**src/rtl/ilv_pkg.sv**
```systemverilog
package ilv_pkg;
   typedef enum logic [0:0] {
      LANE_PRI = 1'b0,
      LANE_SEC = 1'b1
   } lane_e;

   localparam int unsigned DEF_RES_W  = 16;
   localparam int unsigned DEF_PERIOD = 28;
   localparam int unsigned DEF_OFFSET = 14;
endpackage

```
**src/rtl/ilv_phase_gen.sv**
```systemverilog
module ilv_phase_gen #(
   parameter int unsigned PERIOD = 28,
   parameter int unsigned OFFSET = 14
) (
   input  logic clk,
   input  logic rst_n,
   input  logic conv_ce,
   input  logic mode_en,
   input  logic trig,
   output logic sec_start,
   output logic pri_start
);
   localparam int unsigned PW = (PERIOD > 2) ? $clog2(PERIOD) : 1;
   localparam logic [PW-1:0] OFF_V  = PW'(OFFSET);
   localparam logic [PW-1:0] LAST_V = PW'(PERIOD - 1);

   initial begin : elab_chk
      if (PERIOD < 2) $fatal(1, "PERIOD must be at least 2");
      if (OFFSET == 0 || OFFSET >= PERIOD) $fatal(1, "OFFSET must lie in 1..PERIOD-1");
   end

   logic          running;
   logic [PW-1:0] phase;
   logic [PW-1:0] phase_nxt;

   generate
      if ((2 ** PW) == PERIOD) begin : g_wrap_free
         assign phase_nxt = phase + PW'(1);
      end else begin : g_wrap_cmp
         assign phase_nxt = (phase == LAST_V) ? '0 : phase + PW'(1);
      end
   endgenerate

   always_ff @(posedge clk or negedge rst_n) begin
      if (!rst_n) begin
         running   <= 1'b0;
         phase     <= '0;
         sec_start <= 1'b0;
         pri_start <= 1'b0;
      end else begin
         sec_start <= 1'b0;
         pri_start <= 1'b0;
         if (!mode_en) begin
            running <= 1'b0;
            phase   <= '0;
         end else if (!running) begin
            if (trig) begin
               running <= 1'b1;
               phase   <= '0;
            end
         end else if (conv_ce) begin
            sec_start <= (phase == '0);
            pri_start <= (phase == OFF_V);
            phase     <= phase_nxt;
         end
      end
   end
endmodule

```
**src/rtl/ilv_result_pack.sv**
```systemverilog
module ilv_result_pack #(
   parameter int unsigned RES_W = 16
) (
   input  logic               clk,
   input  logic               rst_n,
   input  logic               pri_eoc,
   input  logic [RES_W-1:0]   pri_res,
   input  logic               sec_eoc,
   input  logic [RES_W-1:0]   sec_res,
   input  logic               eoc_ie,
   output logic [2*RES_W-1:0] data_word,
   output logic               irq
);
   import ilv_pkg::*;

   initial begin : elab_chk
      if (RES_W < 1) $fatal(1, "RES_W must be positive");
   end

   logic [1:0]            lane_eoc;
   logic [RES_W-1:0]      lane_res [2];
   logic [1:0][RES_W-1:0] fresh;

   assign lane_eoc[int'(LANE_PRI)] = pri_eoc;
   assign lane_eoc[int'(LANE_SEC)] = sec_eoc;
   assign lane_res[int'(LANE_PRI)] = pri_res;
   assign lane_res[int'(LANE_SEC)] = sec_res;

   generate
      for (genvar g = 0; g < 2; g++) begin : g_lane
         logic [RES_W-1:0] held_q;
         always_ff @(posedge clk or negedge rst_n) begin
            if (!rst_n) held_q <= '0;
            else if (lane_eoc[g]) held_q <= lane_res[g];
         end
         assign fresh[g] = lane_eoc[g] ? lane_res[g] : held_q;
      end
   endgenerate

   always_ff @(posedge clk or negedge rst_n) begin
      if (!rst_n) begin
         data_word <= '0;
         irq       <= 1'b0;
      end else begin
         irq <= pri_eoc & eoc_ie;
         if (pri_eoc) data_word <= {fresh[int'(LANE_SEC)], fresh[int'(LANE_PRI)]};
      end
   end
endmodule

```
**src/rtl/ilv_dma_ctl.sv**
```systemverilog
module ilv_dma_ctl (
   input  logic clk,
   input  logic rst_n,
   input  logic pri_eoc,
   input  logic dma_en,
   input  logic dma_ack,
   output logic dma_req,
   output logic ovr_flag
);
   logic fire;
   assign fire = pri_eoc & dma_en;

   always_ff @(posedge clk or negedge rst_n) begin
      if (!rst_n) begin
         dma_req  <= 1'b0;
         ovr_flag <= 1'b0;
      end else begin
         if (fire && dma_req && !dma_ack) ovr_flag <= 1'b1;
         if (fire) dma_req <= 1'b1;
         else if (dma_ack) dma_req <= 1'b0;
      end
   end
endmodule

```
**src/rtl/ilv_guard.sv**
```systemverilog
module ilv_guard (
   input  logic clk,
   input  logic rst_n,
   input  logic mode_en,
   input  logic cont_req,
   input  logic inj_trig,
   output logic cont_eff,
   output logic inj_start,
   output logic inj_err
);
   assign cont_eff = cont_req & ~mode_en;

   always_ff @(posedge clk or negedge rst_n) begin
      if (!rst_n) begin
         inj_start <= 1'b0;
         inj_err   <= 1'b0;
      end else begin
         inj_start <= inj_trig & ~mode_en;
         if (inj_trig && mode_en) inj_err <= 1'b1;
      end
   end
endmodule

```
**src/rtl/ilv_dual_sched.sv**
```systemverilog
module ilv_dual_sched #(
   parameter int unsigned RES_W  = ilv_pkg::DEF_RES_W,
   parameter int unsigned PERIOD = ilv_pkg::DEF_PERIOD,
   parameter int unsigned OFFSET = ilv_pkg::DEF_OFFSET
) (
   input  logic                clk,
   input  logic                rst_n,
   input  logic                conv_ce,
   input  logic                mode_en,
   input  logic                trig,
   input  logic                cont_req,
   input  logic                eoc_ie,
   input  logic                dma_en,
   input  logic                dma_ack,
   input  logic                inj_trig,
   input  logic                pri_eoc,
   input  logic [RES_W-1:0]    pri_res,
   input  logic                sec_eoc,
   input  logic [RES_W-1:0]    sec_res,
   output logic                sec_start,
   output logic                pri_start,
   output logic                cont_eff,
   output logic                inj_start,
   output logic                inj_err,
   output logic [2*RES_W-1:0]  data_word,
   output logic                irq,
   output logic                dma_req,
   output logic                ovr_flag
);
   ilv_phase_gen #(.PERIOD(PERIOD), .OFFSET(OFFSET)) u_phase (
      .clk       (clk),
      .rst_n     (rst_n),
      .conv_ce   (conv_ce),
      .mode_en   (mode_en),
      .trig      (trig),
      .sec_start (sec_start),
      .pri_start (pri_start)
   );

   ilv_result_pack #(.RES_W(RES_W)) u_pack (
      .clk       (clk),
      .rst_n     (rst_n),
      .pri_eoc   (pri_eoc),
      .pri_res   (pri_res),
      .sec_eoc   (sec_eoc),
      .sec_res   (sec_res),
      .eoc_ie    (eoc_ie),
      .data_word (data_word),
      .irq       (irq)
   );

   ilv_dma_ctl u_dma (
      .clk      (clk),
      .rst_n    (rst_n),
      .pri_eoc  (pri_eoc),
      .dma_en   (dma_en),
      .dma_ack  (dma_ack),
      .dma_req  (dma_req),
      .ovr_flag (ovr_flag)
   );

   ilv_guard u_guard (
      .clk       (clk),
      .rst_n     (rst_n),
      .mode_en   (mode_en),
      .cont_req  (cont_req),
      .inj_trig  (inj_trig),
      .cont_eff  (cont_eff),
      .inj_start (inj_start),
      .inj_err   (inj_err)
   );
endmodule

```
**config.mk**
```make
export PLATFORM = sky130hd
export DESIGN_NAME = ilv_dual_sched
export DESIGN_NICKNAME = d
export VERILOG_FILES = /design/src/rtl/ilv_pkg.sv /design/src/rtl/ilv_phase_gen.sv /design/src/rtl/ilv_result_pack.sv /design/src/rtl/ilv_dma_ctl.sv /design/src/rtl/ilv_guard.sv /design/src/rtl/ilv_dual_sched.sv
export SDC_FILE = /design/constraint.sdc
export NUM_CORES = 1
export LEC_CHECK = 0
export ABC_AREA = 1
export CAP_MARGIN = 5
export CORE_MARGIN = 2
export CORE_UTILIZATION = 45
export CTS_BUF_LIST = sky130_fd_sc_hd__clkbuf_16
export DETAILED_ROUTE_END_ITERATION = 16
export DONT_BUFFER_PORTS = 1
export SYNTH_ARGS = -nofsm -noshare
export SYNTH_HDL_FRONTEND = slang
export SYNTH_SLANG_ARGS = --single-unit
```
**constraint.sdc**
```tcl
create_clock -name clk -period 2.75 [get_ports clk]
set_input_delay 0.55 -clock clk [delete_from_list [all_inputs] [get_ports clk]]
set_output_delay 0.55 -clock clk [all_outputs]
set_load 0.02 [all_outputs]
```
==> results.yml <==
run_status:
  status: "complete, no violations"
critical_path:
  critPathBufInv: 1
  startpoint_type: "primary input"
  required_ns: 2.20
  crit_chain: "inv_1 > nor2_1"
  path_delay_family: "simple AND/OR/NAND/NOR gates"
  rrSetupSlack_ns: 1.57
  max_stage_delay_ns: 0.31
  critPathCaptureType: "output pin"
  cp_max_fo: 1
  r2r_end: "u_phase.phase[3]"
  r2r_cells: 6
  slowest_stage: "nor2_1"
  rr_startpoint: "u_phase.phase[1]"
  critPathArrivalTime_ns: 0.89
  crit_type: "primary input to output pin"
grt:
  grt_pass1_wl_um: 6893
  grt.total_usage_pct: 14.61
  grt_max_degree: 62
  grt_pass1_vias: 1449
  antenna_found_initial: 0
  overflow: 0
clocking:
  post_cts_buffers: 0
  cts.path.max_buffers: 2
  root_buffer: "clkbuf_16"
  htreeDepth: 3
  cts_buffers: 9
  path_clk_slew_ns: 0.05
  cts_sinks: 61
  clk_latency_ns: 0.31
  cts_tree: "done"
detailed_routing:
  vias_per_cell: 5.007
  route.detailed.wl_per_inst_um: 13.97
  route.detailed.drc: 0
  dr.pass1.iters: 4
  ant_nets: 0
  drtIter0Drc: 73
  wirelength_um: 4064
  vias: 1457
yosys:
  synth-async-reset-ratio_pct: 100.0
  synth.largest_area_cell: "dfrtp_1"
  yosysTopAreaCellShare_pct: 61.09
  synth.most_common_cell: "dfrtp_1"
  ys_ff_latch: 61
  synth-warning-count: 0
  netlist_top_cells_count: "dfrtp_1 (61), mux2_2 (32), inv_1 (29)"
  syn_area_per_cell_um2: 11.96
  syn_nets: 256
  synth.area.top_cells: "dfrtp_1 (61%), mux2_2 (14%), inv_1 (4.4%)"
  synth_ff_type: "dfrtp_1"
  synth_edf_count: 0
  yosysSeqAreaShare_pct: 61.09
  netlist_area_um2: 2499
  yosysUniqueCellTypes: 22
  syn_inst: 209
layout:
  fin_nets: 261
  drive_gt1_share_pct: 28.77
  postLayoutCellArea_um2: 2846
  n_antenna_cell: 0
  syn2layout_area_growth_pct: 13.92
power_and_ir_drop:
  p_leak_uw: 0.001327
  irDropWorstVdd_uv: 365.8
  power_density_nw_per_um2: 804.2
floorplanning:
  die_y_um: 78.52
  start_util_pct: 45.94
  dieWidth_um: 78.52
  io_pins: 84
  rows: 27
  die-area_um2: 6165
  coreArea_um2: 5439
sta:
  maxSlewViolCount: 0
  finalClockSkew_ns: 0.004717
  worst_pin_slew_ns: 0.4047
  fmax_ghz: 0.6953
  hold_violations: 0
  fin_crit_sh_pct: 52.30
  setup_viol: 0
  tns_ns: 0
  relSlewSlack_pct: 72.92
  layout_min_cycle_time_ns: 1.438
  rsz0062_at_grt: "false"
run:
  maxCapViolations: 0
hold_path:
  hp-class: "primary input to asynchronous set/reset pin"
placement:
  dp_hpwl_um: 2681
  dpl_cell_area_um2: 2536
  port_buffers: 0
  gp_congestion: 0.7580
flip-flops by register name (all words and copies together), names as in the netlist:
register / count
u_guard.inj_err: 1
u_phase.running: 1
u_guard.inj_start: 1
u_pack.irq: 1
u_pack.data_word: 32
u_phase.phase: 5
u_pack.g_lane.held_q: 16
u_phase.sec_start: 1
u_dma.ovr_flag: 1
u_dma.dma_req: 1
u_phase.pri_start: 1
worst max path at each step:
stage,from,cells after the start,to
2_1_floorplan,cont_req,2,cont_eff
3_3_place_gp,cont_req,2,cont_eff
3_5_place_dp,cont_req,2,cont_eff
4_1_cts,cont_req,2,cont_eff
5_1_grt,cont_req,2,cont_eff
6_report,cont_req,2,cont_eff
what timing repair did:
item	in CTS	in global routing
gates resized for setup	0	0
hold endpoints to repair	61	0
hold buffers	1	0
report_power, final:
group,switching (uW),internal [uW]
Combinational,67.3,75.7
Clock,355,685
Sequential,123,983
Total,546,1740
through the flow:
| stage | cells | worst slack, ns | utilization (%) | power, uW | hold WS [ns] |
|---|---|---|---|---|---|
| 2_1_floorplan | 209 | 1.350 | - | 1237 | 0.2544 |
| 3_3_place_gp | 274 | 1.337 | 46.63 | 1242 | 0.2556 |
| 3_5_place_dp | 274 | 1.310 | 46.63 | 1248 | 0.2556 |
| 4_1_cts | 291 | 1.310 | 52.33 | 2332 | 0.1144 |
| 5_1_grt | 291 | 1.294 | 52.33 | 2406 | 0.1105 |
| 6_report | 291 | 1.312 | 52.33 | 2289 | 0.1051 |
per-layer routing:
metal	share of wire, %	vias to the layer above	track usage [%]
li1	-	694	-
met1	44	697	18.76
met2	46	57	21.20
met3	7.7	9	5.747
met4	2.0	0	7.895
met5	0	-	0
cell families (layout without fill, tap and decap cells):
group	after synthesis	after routing	share of synthesized area (%)
simple gates	52	52	9.764
buf+inv	38	48	6.759
flops	61	61	61.09
mux	32	32	14.42
fa+ha+maj	3	3	1.502
compound gates	23	23	6.459
final cells by class:
cell class | count | area [um^2]
Tap cell | 72 | 90.09
Sequential cell | 61 | 1526
Fill cell | 487 | 2592
Inverter | 31 | 116.4
Timing Repair Buffer | 1 | 27.53
Clock buffer | 9 | 225.2
Clock inverter | 7 | 57.56
Multi-Input combinational cell | 110 | 803.3
layout by cell type (no fill, tap or decap):
cell type	instances
dfrtp_1	61
mux2_2	32
inv_1	30
nand2_1	28
o21ai_2	11
clkbuf_16	9
nor2_1	6
nand3_1	6
nand4_1	4
clkinv_1	4
o21ai_0	4
o21ai_1	3
nand2_2	3
a21oi_1	3
ha_1	3
nor2_2	2
nor4_1	2
o21bai_1	2
nand3_4	1
inv_2	1
clkinv_2	1
clkinvlp_4	1
bufinv_16	1
buf_16	1
No activity file was read; power rests on OpenSTA's default activity.
